===== src/rtl/sp_pkg.sv =====
package sp_pkg;
  // status word bit positions
  localparam int ST_DREQ = 30;
  localparam int ST_CORR = 28;
  localparam int ST_ERR  = 27;
  localparam int ST_BINT = 26;
  localparam int ST_MINT = 25;
  // buffer status bit positions
  localparam int BS_RUN   = 31;
  localparam int BS_ERR   = 26;
  localparam int BS_CHAIN = 24;
  // control word bit positions
  localparam int CT_GO    = 31;
  localparam int CT_HOLD  = 28;
  localparam int CT_CHAIN = 25;
  localparam int CT_MCLR  = 24;

  typedef struct packed {
    logic go;
    logic hold;
    logic chain;
    logic mclr;
    logic pick_b0;
    logic pick_b1;
    logic misal;
  } ctrl_t;
endpackage


===== src/rtl/sp_ctrl_decode.sv =====
module sp_ctrl_decode
  import sp_pkg::*;
#(
  parameter int B1_START = 8'h5A
) (
  input  logic [31:0] wdata,
  output ctrl_t       c
);
  logic [7:0] start;
  assign start = wdata[23:16];

  always_comb begin
    c.go      = wdata[CT_GO];
    c.hold    = wdata[CT_HOLD];
    c.chain   = wdata[CT_CHAIN];
    c.mclr    = wdata[CT_MCLR];
    c.pick_b0 = (start == 8'h00);
    c.pick_b1 = (start == 8'(B1_START));
    c.misal   = !(c.pick_b0 || c.pick_b1);
  end
endmodule


===== src/rtl/sp_step.sv =====
module sp_step #(
  parameter int DATA_SECS  = 85,
  parameter int CORR_SECS  = 4,
  parameter int CNT_W      = 8,
  parameter int TRK_W      = 12,
  parameter int GATE_TRACK = 6
) (
  input  logic             wr_mode,
  input  logic [TRK_W-1:0] trk,
  input  logic             blk,
  input  logic [CNT_W-1:0] cnt,
  input  logic             pend,
  output logic             n_blk,
  output logic [CNT_W-1:0] n_cnt,
  output logic             n_pend,
  output logic             stop,
  output logic             dreq_set,
  output logic             dreq_clr,
  output logic             corr_set,
  output logic             err_set,
  output logic             commit,
  output logic             fetch,
  output logic [CNT_W-1:0] idx
);
  localparam logic [CNT_W-1:0] L_DATA = CNT_W'(DATA_SECS);
  localparam logic [CNT_W-1:0] L_GAP  = CNT_W'(DATA_SECS + CORR_SECS);
  localparam logic [TRK_W-1:0] L_GATE = TRK_W'(GATE_TRACK);

  always_comb begin
    n_blk = blk; n_cnt = cnt; n_pend = pend; stop = 1'b0;
    dreq_set = 1'b0; dreq_clr = 1'b0; corr_set = 1'b0; err_set = 1'b0;
    commit = 1'b0; fetch = 1'b0; idx = '0;
    if (wr_mode) begin
      if (cnt == '0) begin
        n_cnt = CNT_W'(1);
        dreq_set = 1'b1;
      end else if (cnt <= L_DATA) begin
        commit = 1'b1;
        idx = cnt - CNT_W'(1);
        if (cnt < L_DATA) begin
          n_cnt = cnt + CNT_W'(1);
          dreq_set = 1'b1;
        end else if (pend) begin
          n_blk = ~blk; n_cnt = CNT_W'(1); n_pend = 1'b0;
          dreq_set = 1'b1;
        end else begin
          n_cnt = cnt + CNT_W'(1);
          stop = 1'b1;
        end
      end else begin
        err_set = 1'b1;
      end
    end else begin
      if (trk == L_GATE && !blk) begin
        dreq_clr = 1'b1;
      end else if (cnt < L_DATA) begin
        fetch = 1'b1; idx = cnt;
        n_cnt = cnt + CNT_W'(1);
        dreq_set = 1'b1;
      end else if (cnt < L_GAP) begin
        n_cnt = cnt + CNT_W'(1);
        corr_set = (n_cnt == L_GAP);
      end else if (cnt == L_GAP) begin
        if (pend) begin
          n_blk = ~blk; n_cnt = '0; n_pend = 1'b0;
        end else begin
          stop = 1'b1;
        end
      end else begin
        err_set = 1'b1;
      end
    end
  end
endmodule


===== src/rtl/sector_pacer.sv =====
module sector_pacer
  import sp_pkg::*;
#(
  parameter int DATA_SECS  = 85,
  parameter int CORR_SECS  = 4,
  parameter int CNT_W      = 8,
  parameter int TRK_W      = 12,
  parameter int GATE_TRACK = 6,
  parameter int B1_START   = 8'h5A
) (
  input  logic             clk,
  input  logic             rst,
  input  logic             seek_we,
  input  logic             seek_write,
  input  logic [TRK_W-1:0] seek_track,
  input  logic             ctrl_we,
  input  logic [31:0]      ctrl_wdata,
  input  logic             mech_cmd,
  input  logic             xfer_done,
  input  logic             sel_data,
  input  logic             sel_corr,
  input  logic             stat_rd,
  output logic [31:0]      status,
  output logic [31:0]      buf_status,
  output logic             cur_block,
  output logic [CNT_W-1:0] cur_sector,
  output logic             commit_stb,
  output logic             fetch_stb,
  output logic [CNT_W-1:0] xfer_idx,
  output logic             xfer_blk,
  output logic             misaligned,
  output logic             irq
);
  localparam logic [CNT_W-1:0] L_DATA = CNT_W'(DATA_SECS);
  localparam logic [CNT_W-1:0] L_GAP  = CNT_W'(DATA_SECS + CORR_SECS);

  // state
  logic             mode_wr, blk, run, pend, held;
  logic             dreq, corr, err, bint, mint, misal;
  logic [TRK_W-1:0] trk;
  logic [CNT_W-1:0] cnt;
  logic             cstb, fstb, sblk, irq_q;
  logic [CNT_W-1:0] sidx;

  ctrl_t c;
  sp_ctrl_decode #(.B1_START(B1_START)) u_dec (.wdata(ctrl_wdata), .c(c));

  // pre-step state after seek, selection, mechanism and control effects
  logic             p_mode, p_blk, p_run, p_pend, p_held;
  logic             p_dreq, p_corr, p_err, p_bint, p_mint, p_misal, do_step;
  logic [TRK_W-1:0] p_trk;
  logic [CNT_W-1:0] p_cnt;

  always_comb begin
    p_mode = mode_wr; p_trk = trk; p_blk = blk; p_cnt = cnt;
    p_run = run; p_pend = pend; p_held = held; p_dreq = dreq;
    p_corr = corr; p_err = err; p_bint = bint; p_mint = mint;
    p_misal = misal; do_step = 1'b0;
    if (seek_we) begin
      p_mode = seek_write; p_trk = seek_track;
    end
    if (sel_data) begin p_dreq = 1'b0; p_bint = 1'b0; end
    if (sel_corr) begin p_corr = 1'b0; p_bint = 1'b0; end
    if (mech_cmd) p_mint = 1'b1;
    if (ctrl_we) begin
      if (c.pick_b0) begin p_blk = 1'b0; p_cnt = '0; end
      if (c.pick_b1) begin p_blk = 1'b1; p_cnt = '0; end
      p_misal = c.misal;
      if (c.chain) p_pend = 1'b1;
      if (c.mclr)  p_mint = 1'b0;
      if (c.hold) begin
        p_held = 1'b1;
      end else if (held) begin
        p_held = 1'b0;
        p_bint = 1'b0; p_err = 1'b0; p_dreq = 1'b0; p_corr = 1'b0;
        p_run = 1'b0; p_pend = 1'b0; p_cnt = '0; p_blk = 1'b0;
      end
      if (c.go && !p_held) begin
        p_run = 1'b1; do_step = 1'b1;
      end
    end else if (xfer_done) begin
      do_step = !held;
    end else if (stat_rd && bint && cnt > L_DATA && !held) begin
      p_bint = 1'b0; do_step = 1'b1;
    end
  end

  logic             s_blk, s_pend, s_stop, s_dset, s_dclr, s_cset, s_eset, s_com, s_fet;
  logic [CNT_W-1:0] s_cnt, s_idx;

  sp_step #(.DATA_SECS(DATA_SECS), .CORR_SECS(CORR_SECS), .CNT_W(CNT_W),
            .TRK_W(TRK_W), .GATE_TRACK(GATE_TRACK)) u_step (
    .wr_mode(p_mode), .trk(p_trk), .blk(p_blk), .cnt(p_cnt), .pend(p_pend),
    .n_blk(s_blk), .n_cnt(s_cnt), .n_pend(s_pend), .stop(s_stop),
    .dreq_set(s_dset), .dreq_clr(s_dclr), .corr_set(s_cset), .err_set(s_eset),
    .commit(s_com), .fetch(s_fet), .idx(s_idx)
  );

  logic act;
  assign act = do_step && p_run;

  always_ff @(posedge clk) begin
    if (rst) begin
      mode_wr <= 1'b0; trk <= '0; blk <= 1'b0; cnt <= '0; run <= 1'b0;
      pend <= 1'b0; held <= 1'b0; dreq <= 1'b0; corr <= 1'b0; err <= 1'b0;
      bint <= 1'b0; mint <= 1'b0; misal <= 1'b0; cstb <= 1'b0; fstb <= 1'b0;
      sidx <= '0; sblk <= 1'b0; irq_q <= 1'b0;
    end else begin
      mode_wr <= p_mode; trk <= p_trk; held <= p_held; mint <= p_mint;
      misal <= p_misal;
      blk  <= act ? s_blk  : p_blk;
      cnt  <= act ? s_cnt  : p_cnt;
      pend <= act ? s_pend : p_pend;
      run  <= p_run && !(act && s_stop);
      dreq <= act ? ((p_dreq || s_dset) && !s_dclr) : p_dreq;
      corr <= p_corr || (act && s_cset);
      err  <= p_err  || (act && s_eset);
      bint <= p_bint || act;
      irq_q <= p_bint || act || p_mint;
      cstb <= act && s_com;
      fstb <= act && s_fet;
      if (act && (s_com || s_fet)) begin
        sidx <= s_idx; sblk <= p_blk;
      end
    end
  end

  always_comb begin
    status = '0;
    status[ST_DREQ] = dreq; status[ST_CORR] = corr; status[ST_ERR] = err;
    status[ST_BINT] = bint; status[ST_MINT] = mint;
    buf_status = '0;
    buf_status[BS_RUN] = run; buf_status[BS_ERR] = err; buf_status[BS_CHAIN] = pend;
  end

  assign cur_block  = blk;
  assign cur_sector = cnt;
  assign commit_stb = cstb;
  assign fetch_stb  = fstb;
  assign xfer_idx   = sidx;
  assign xfer_blk   = sblk;
  assign misaligned = misal;
  assign irq        = irq_q;

  // assertions
  AST_CNT_BOUND: assert property (@(posedge clk) disable iff (rst)
    cnt <= L_GAP);
  AST_STEP_INT: assert property (@(posedge clk) disable iff (rst)
    (xfer_done && !ctrl_we && run && !held) |=> (bint && irq));
  AST_IDLE_STEP: assert property (@(posedge clk) disable iff (rst)
    (xfer_done && !ctrl_we && !run && !seek_we) |=> $stable(cnt));
  AST_HOLD_FREEZE: assert property (@(posedge clk) disable iff (rst)
    (held && xfer_done && !ctrl_we) |=> $stable(cnt));
  AST_CORR_AT_END: assert property (@(posedge clk) disable iff (rst)
    $rose(corr) |-> (cnt == L_GAP));
  AST_COMMIT_MODE: assert property (@(posedge clk) disable iff (rst)
    commit_stb |-> (mode_wr && !fetch_stb));
endmodule


===== config.mk =====
export PLATFORM = sky130hd
export DESIGN_NAME = sector_pacer
export DESIGN_NICKNAME = d
export VERILOG_FILES = /design/src/rtl/sp_pkg.sv /design/src/rtl/sp_ctrl_decode.sv /design/src/rtl/sp_step.sv /design/src/rtl/sector_pacer.sv
export SDC_FILE = /design/constraint.sdc
export NUM_CORES = 1
export LEC_CHECK = 0
export BUFFER_PORTS_ARGS = -buffer_cell sky130_fd_sc_hd__buf_2
export CORE_UTILIZATION = 49
export CTS_BUF_LIST = sky130_fd_sc_hd__clkbuf_8
export CTS_CLUSTER_DIAMETER = 100
export DETAILED_ROUTE_END_ITERATION = 10
export PLACE_DENSITY_LB_ADDON = 0.2
export SLEW_MARGIN = 40
export SYNTH_ARGS = -nofsm -noshare
export SYNTH_HDL_FRONTEND = slang
export SYNTH_SLANG_ARGS = --single-unit
export TNS_END_PERCENT = 50

===== constraint.sdc =====
create_clock -name clk -period 5.25 [get_ports clk]
set_clock_uncertainty 0.2 [all_clocks]
set_input_delay 1.05 -clock clk [delete_from_list [all_inputs] [get_ports clk]]
set_output_delay 1.05 -clock clk [all_outputs]
set_load 0.05 [all_outputs]

==> impl_results.md <==
* Outcome: finished, violations left
* Failing checks: design-rule violations
* Critical-path cell list: buf_2, nor4_2, o211a_1, nor2_1, buf_4, nand2_1, ha_1, nand2b_1, a21oi_1, o211a_1, a221o_1, a21oi_2, nor2_1, a22o_1
* Fin nets at 471
* Vert. Die Dim at around 80 um
* Biggest register: trk
* Initial core utilization at 50.7%
* Maximum VDD drop at 0.000103 V
* Final ANT Viol Nets at 0
* Endpoints failing hold at 0
* WL/cell at roughly 13 um
* Switch Pwr at 0.000278 W
* Final setup violating endpoints at 0
* Final Cycle Share at between 80% and 90%
* TritonCTS Buffers at 5
* H-tree depth at 2
* First-pass GRT wire length at 10900 um
* Slew Limit Headroom at about three fifths
* Final Max Slew Viols at 0
* Synth top area share at about 29%
* Max FFs per register at 12
* Synth cell count leaders: buf_4 (64), dfxtp_1 (43), nor2_1 (42), nand2_1 (26), a21oi_1 (22)
* Via density at ~5.3
* HP Class: flop to flop
* P_int at about 0.00053 W
* YS warnings at 0
* CTS sink cnt at between 40 and 50
* Worst skew pair latency at 0.30 ns
* Final non-filler cell area at approximately 0.0032 mm2
* Sw Share at 34.4%
* Final core occ at a little over half
* Core footprint at roughly 0.006 mm2
* Asr flop ratio synth at 0%
* Post-CTS Setup Inserts at 0
* Unrepaired setup endpoints after global routing: false
* EDFF count, synth at 0
* Top_reg_cell synth: dfxtp_1
* Clock Tree Buf Depth at 2
* Syn Inst Count at approximately 370
* IO Count at 140
* Share of layout cells above drive strength 1 at ~22%
* Die area at 0.00640 mm2
* DRC Markers at 1
* Startpoint Class: input port
* FMAX at ~0.22 GHz
* Vias in the first global route at ~2300
* P&R area growth vs syn at 6.38%
* Maximum fanout along the worst path at 11
* Cell taking the most area after synthesis: dfxtp_1
* Synth area leaders: dfxtp_1 (29%), buf_4 (16%), mux2i_1 (5.7%), nor2_1 (5.3%), a21oi_1 (3.7%)
* Largest net degree at the start of global routing at 34
* Post-layout min period at about 4.5 ns
* Initial DRT Pass Iterations at 7
* # hold bufs at CTS at 0
* ANT cells at 0
* WHS at 0.259 ns
* Total negative slack at 0 ns
* Pwr/cell area at around 250 mW/mm2
* Chip width at ~80 um
* Placed instance area at between 0.003 and 0.004 mm2
* Routability Congestion at a little over 0.9
* Post-Syn Area at approximately 0.0030 mm2
* Share of power burned in registers at a little over two fifths
* Worst setup EP type: flop
* Post-CTS sizing at 0
* Routed wire length at between 6000 and 7000 um
* Clk pwr share at roughly a third
* Gr usage total at 21.8%
* Hpwl dp at a little under 5000 um
* Max-cap viol count at 0
* I/O Buffers at 63
* Number of core rows at 28
* Synth cell types at 68
* Reg clk slew, reported paths at around 0.080 ns
* Slowest CP cell: a21oi_2
* CTS root buf: clkbuf_8
* DR vias at 2582
* Count leader, synth: buf_4
* CTS tree: built
* Post-synthesis area per instance at 8.10 um2
* Worst-margin pin slew at roughly 0.62 ns
* Slowest Stage Delay on Critical Path at ~0.52 ns
* Initial antenna violation count at 0
* Register bit total from synthesis at 43
* Starting DRT DRC Count at approximately 170
* Global route total overflow at 0
* Logic pwr share at about a quarter
* Pleak at 1.49 nW
* Crit Path Category: input port to flop
* Critical path arrival at 4.55 ns
* FILL cells at 601
* Worst EP required at 5.25 ns
* Register area share after synthesis at between 20 and 30%
[critical path: cells and delay by family]
| kind | cells | cell delay [ns] |
|---|---|---|
| AO/OA/AOI/OAI | 6 | 1.84 |
| adder cells (fa/ha/maj) | 1 | 0.40 |
| buffers and inverters | 2 | 0.28 |
| AND/OR/NAND/NOR | 5 | 0.96 |
[cells in the final DEF (no fill, tap or decap), drive strengths merged, types with 2 or more instances in the layout]
cell type	synthesis	final
buf	70	65
conb	1	56
dfxtp	43	43
nor2	43	43
nand2	26	26
a21oi	24	24
mux2i	17	17
o21ai	11	11
nand3	10	10
inv	9	9
a211oi	8	8
nor3	8	8
o22ai	7	7
clkbuf	11	6
nor4	6	6
o211ai	5	5
and3	4	4
a21o	4	4
nand2b	4	4
nand4	3	3
o31ai	3	3
a221o	3	3
nand3b	3	3
a22o	3	3
ha	3	3
a2111oi	3	3
and4	2	2
o211a	2	2
o2111ai	2	2
or2	2	2
and2	2	2
nor3b	2	2
[metal layers]
layer	vias to the layer above	track usage, %	routed length (um)
met5	-	0	0
met4	0	7.32	102
met3	10	5.14	413
met2	105	34.3	2950
met1	1175	29.1	3040
li1	1292	-	-
[logic make-up (layout without fill, tap and decap cells)]
family | Yosys count | in the layout | synth area share, %
compound gates | 86 | 86 | 21.4
simple gates | 125 | 125 | 21.7
xor+xnor | 2 | 2 | 0.588
flops | 43 | 43 | 28.9
mux | 18 | 18 | 6.08
other cells | 1 | 56 | 0.126
buf+inv | 90 | 82 | 20.0
fa+ha+maj | 3 | 3 | 1.26
[power by group through the flow]
stage | logic (W) | clock network, W | registers, W
global placement | 0.000191 | 0 | 0.000351
finish | 0.000194 | 0.000269 | 0.000344
detailed placement | 0.000193 | 0 | 0.000352
CTS | 0.000193 | 0.000277 | 0.000344
global route | 0.000208 | 0.000291 | 0.000346
floorplan | 0.000186 | 0 | 0.000361
[final cells by class]
class | count | area (um2) | area share, %
tap | 75 | 93.8 | 2.96
sequential | 43 | 861 | 27.1
timing repair buffer | 65 | 330 | 10.4
clock inverter | 2 | 35.0 | 1.10
clock buffer | 6 | 82.6 | 2.60
inverter | 9 | 33.8 | 1.07
multi-input combinational | 290 | 1740 | 54.7
[worst paths after layout]
path                                                from                        to  slack [ns]  cells past startpoint
worst max-delay path                      ctrl_wdata[16]  xfer_idx[1]$_SDFFE_PP0P_        0.70                     14
worst min register to register  xfer_idx[6]$_SDFFE_PP0P_  xfer_idx[6]$_SDFFE_PP0P_        0.26                      2
worst max register to register         held$_SDFFE_PP0P_  xfer_idx[1]$_SDFFE_PP0P_        1.48                     12
worst min-delay path            xfer_idx[6]$_SDFFE_PP0P_  xfer_idx[6]$_SDFFE_PP0P_        0.26                      2
[through the flow]
step | setup WS (ns) | cells | total power [W]
3_3_place_gp | 0.447 | 482 | 0.000543
5_1_grt | 0.479 | 490 | 0.000845
4_1_cts | 0.766 | 490 | 0.000814
3_5_place_dp | 0.462 | 482 | 0.000544
6_report | 0.702 | 490 | 0.000807
2_1_floorplan | 1.11 | 423 | 0.000547
Power figures use the tool's default switching activity.
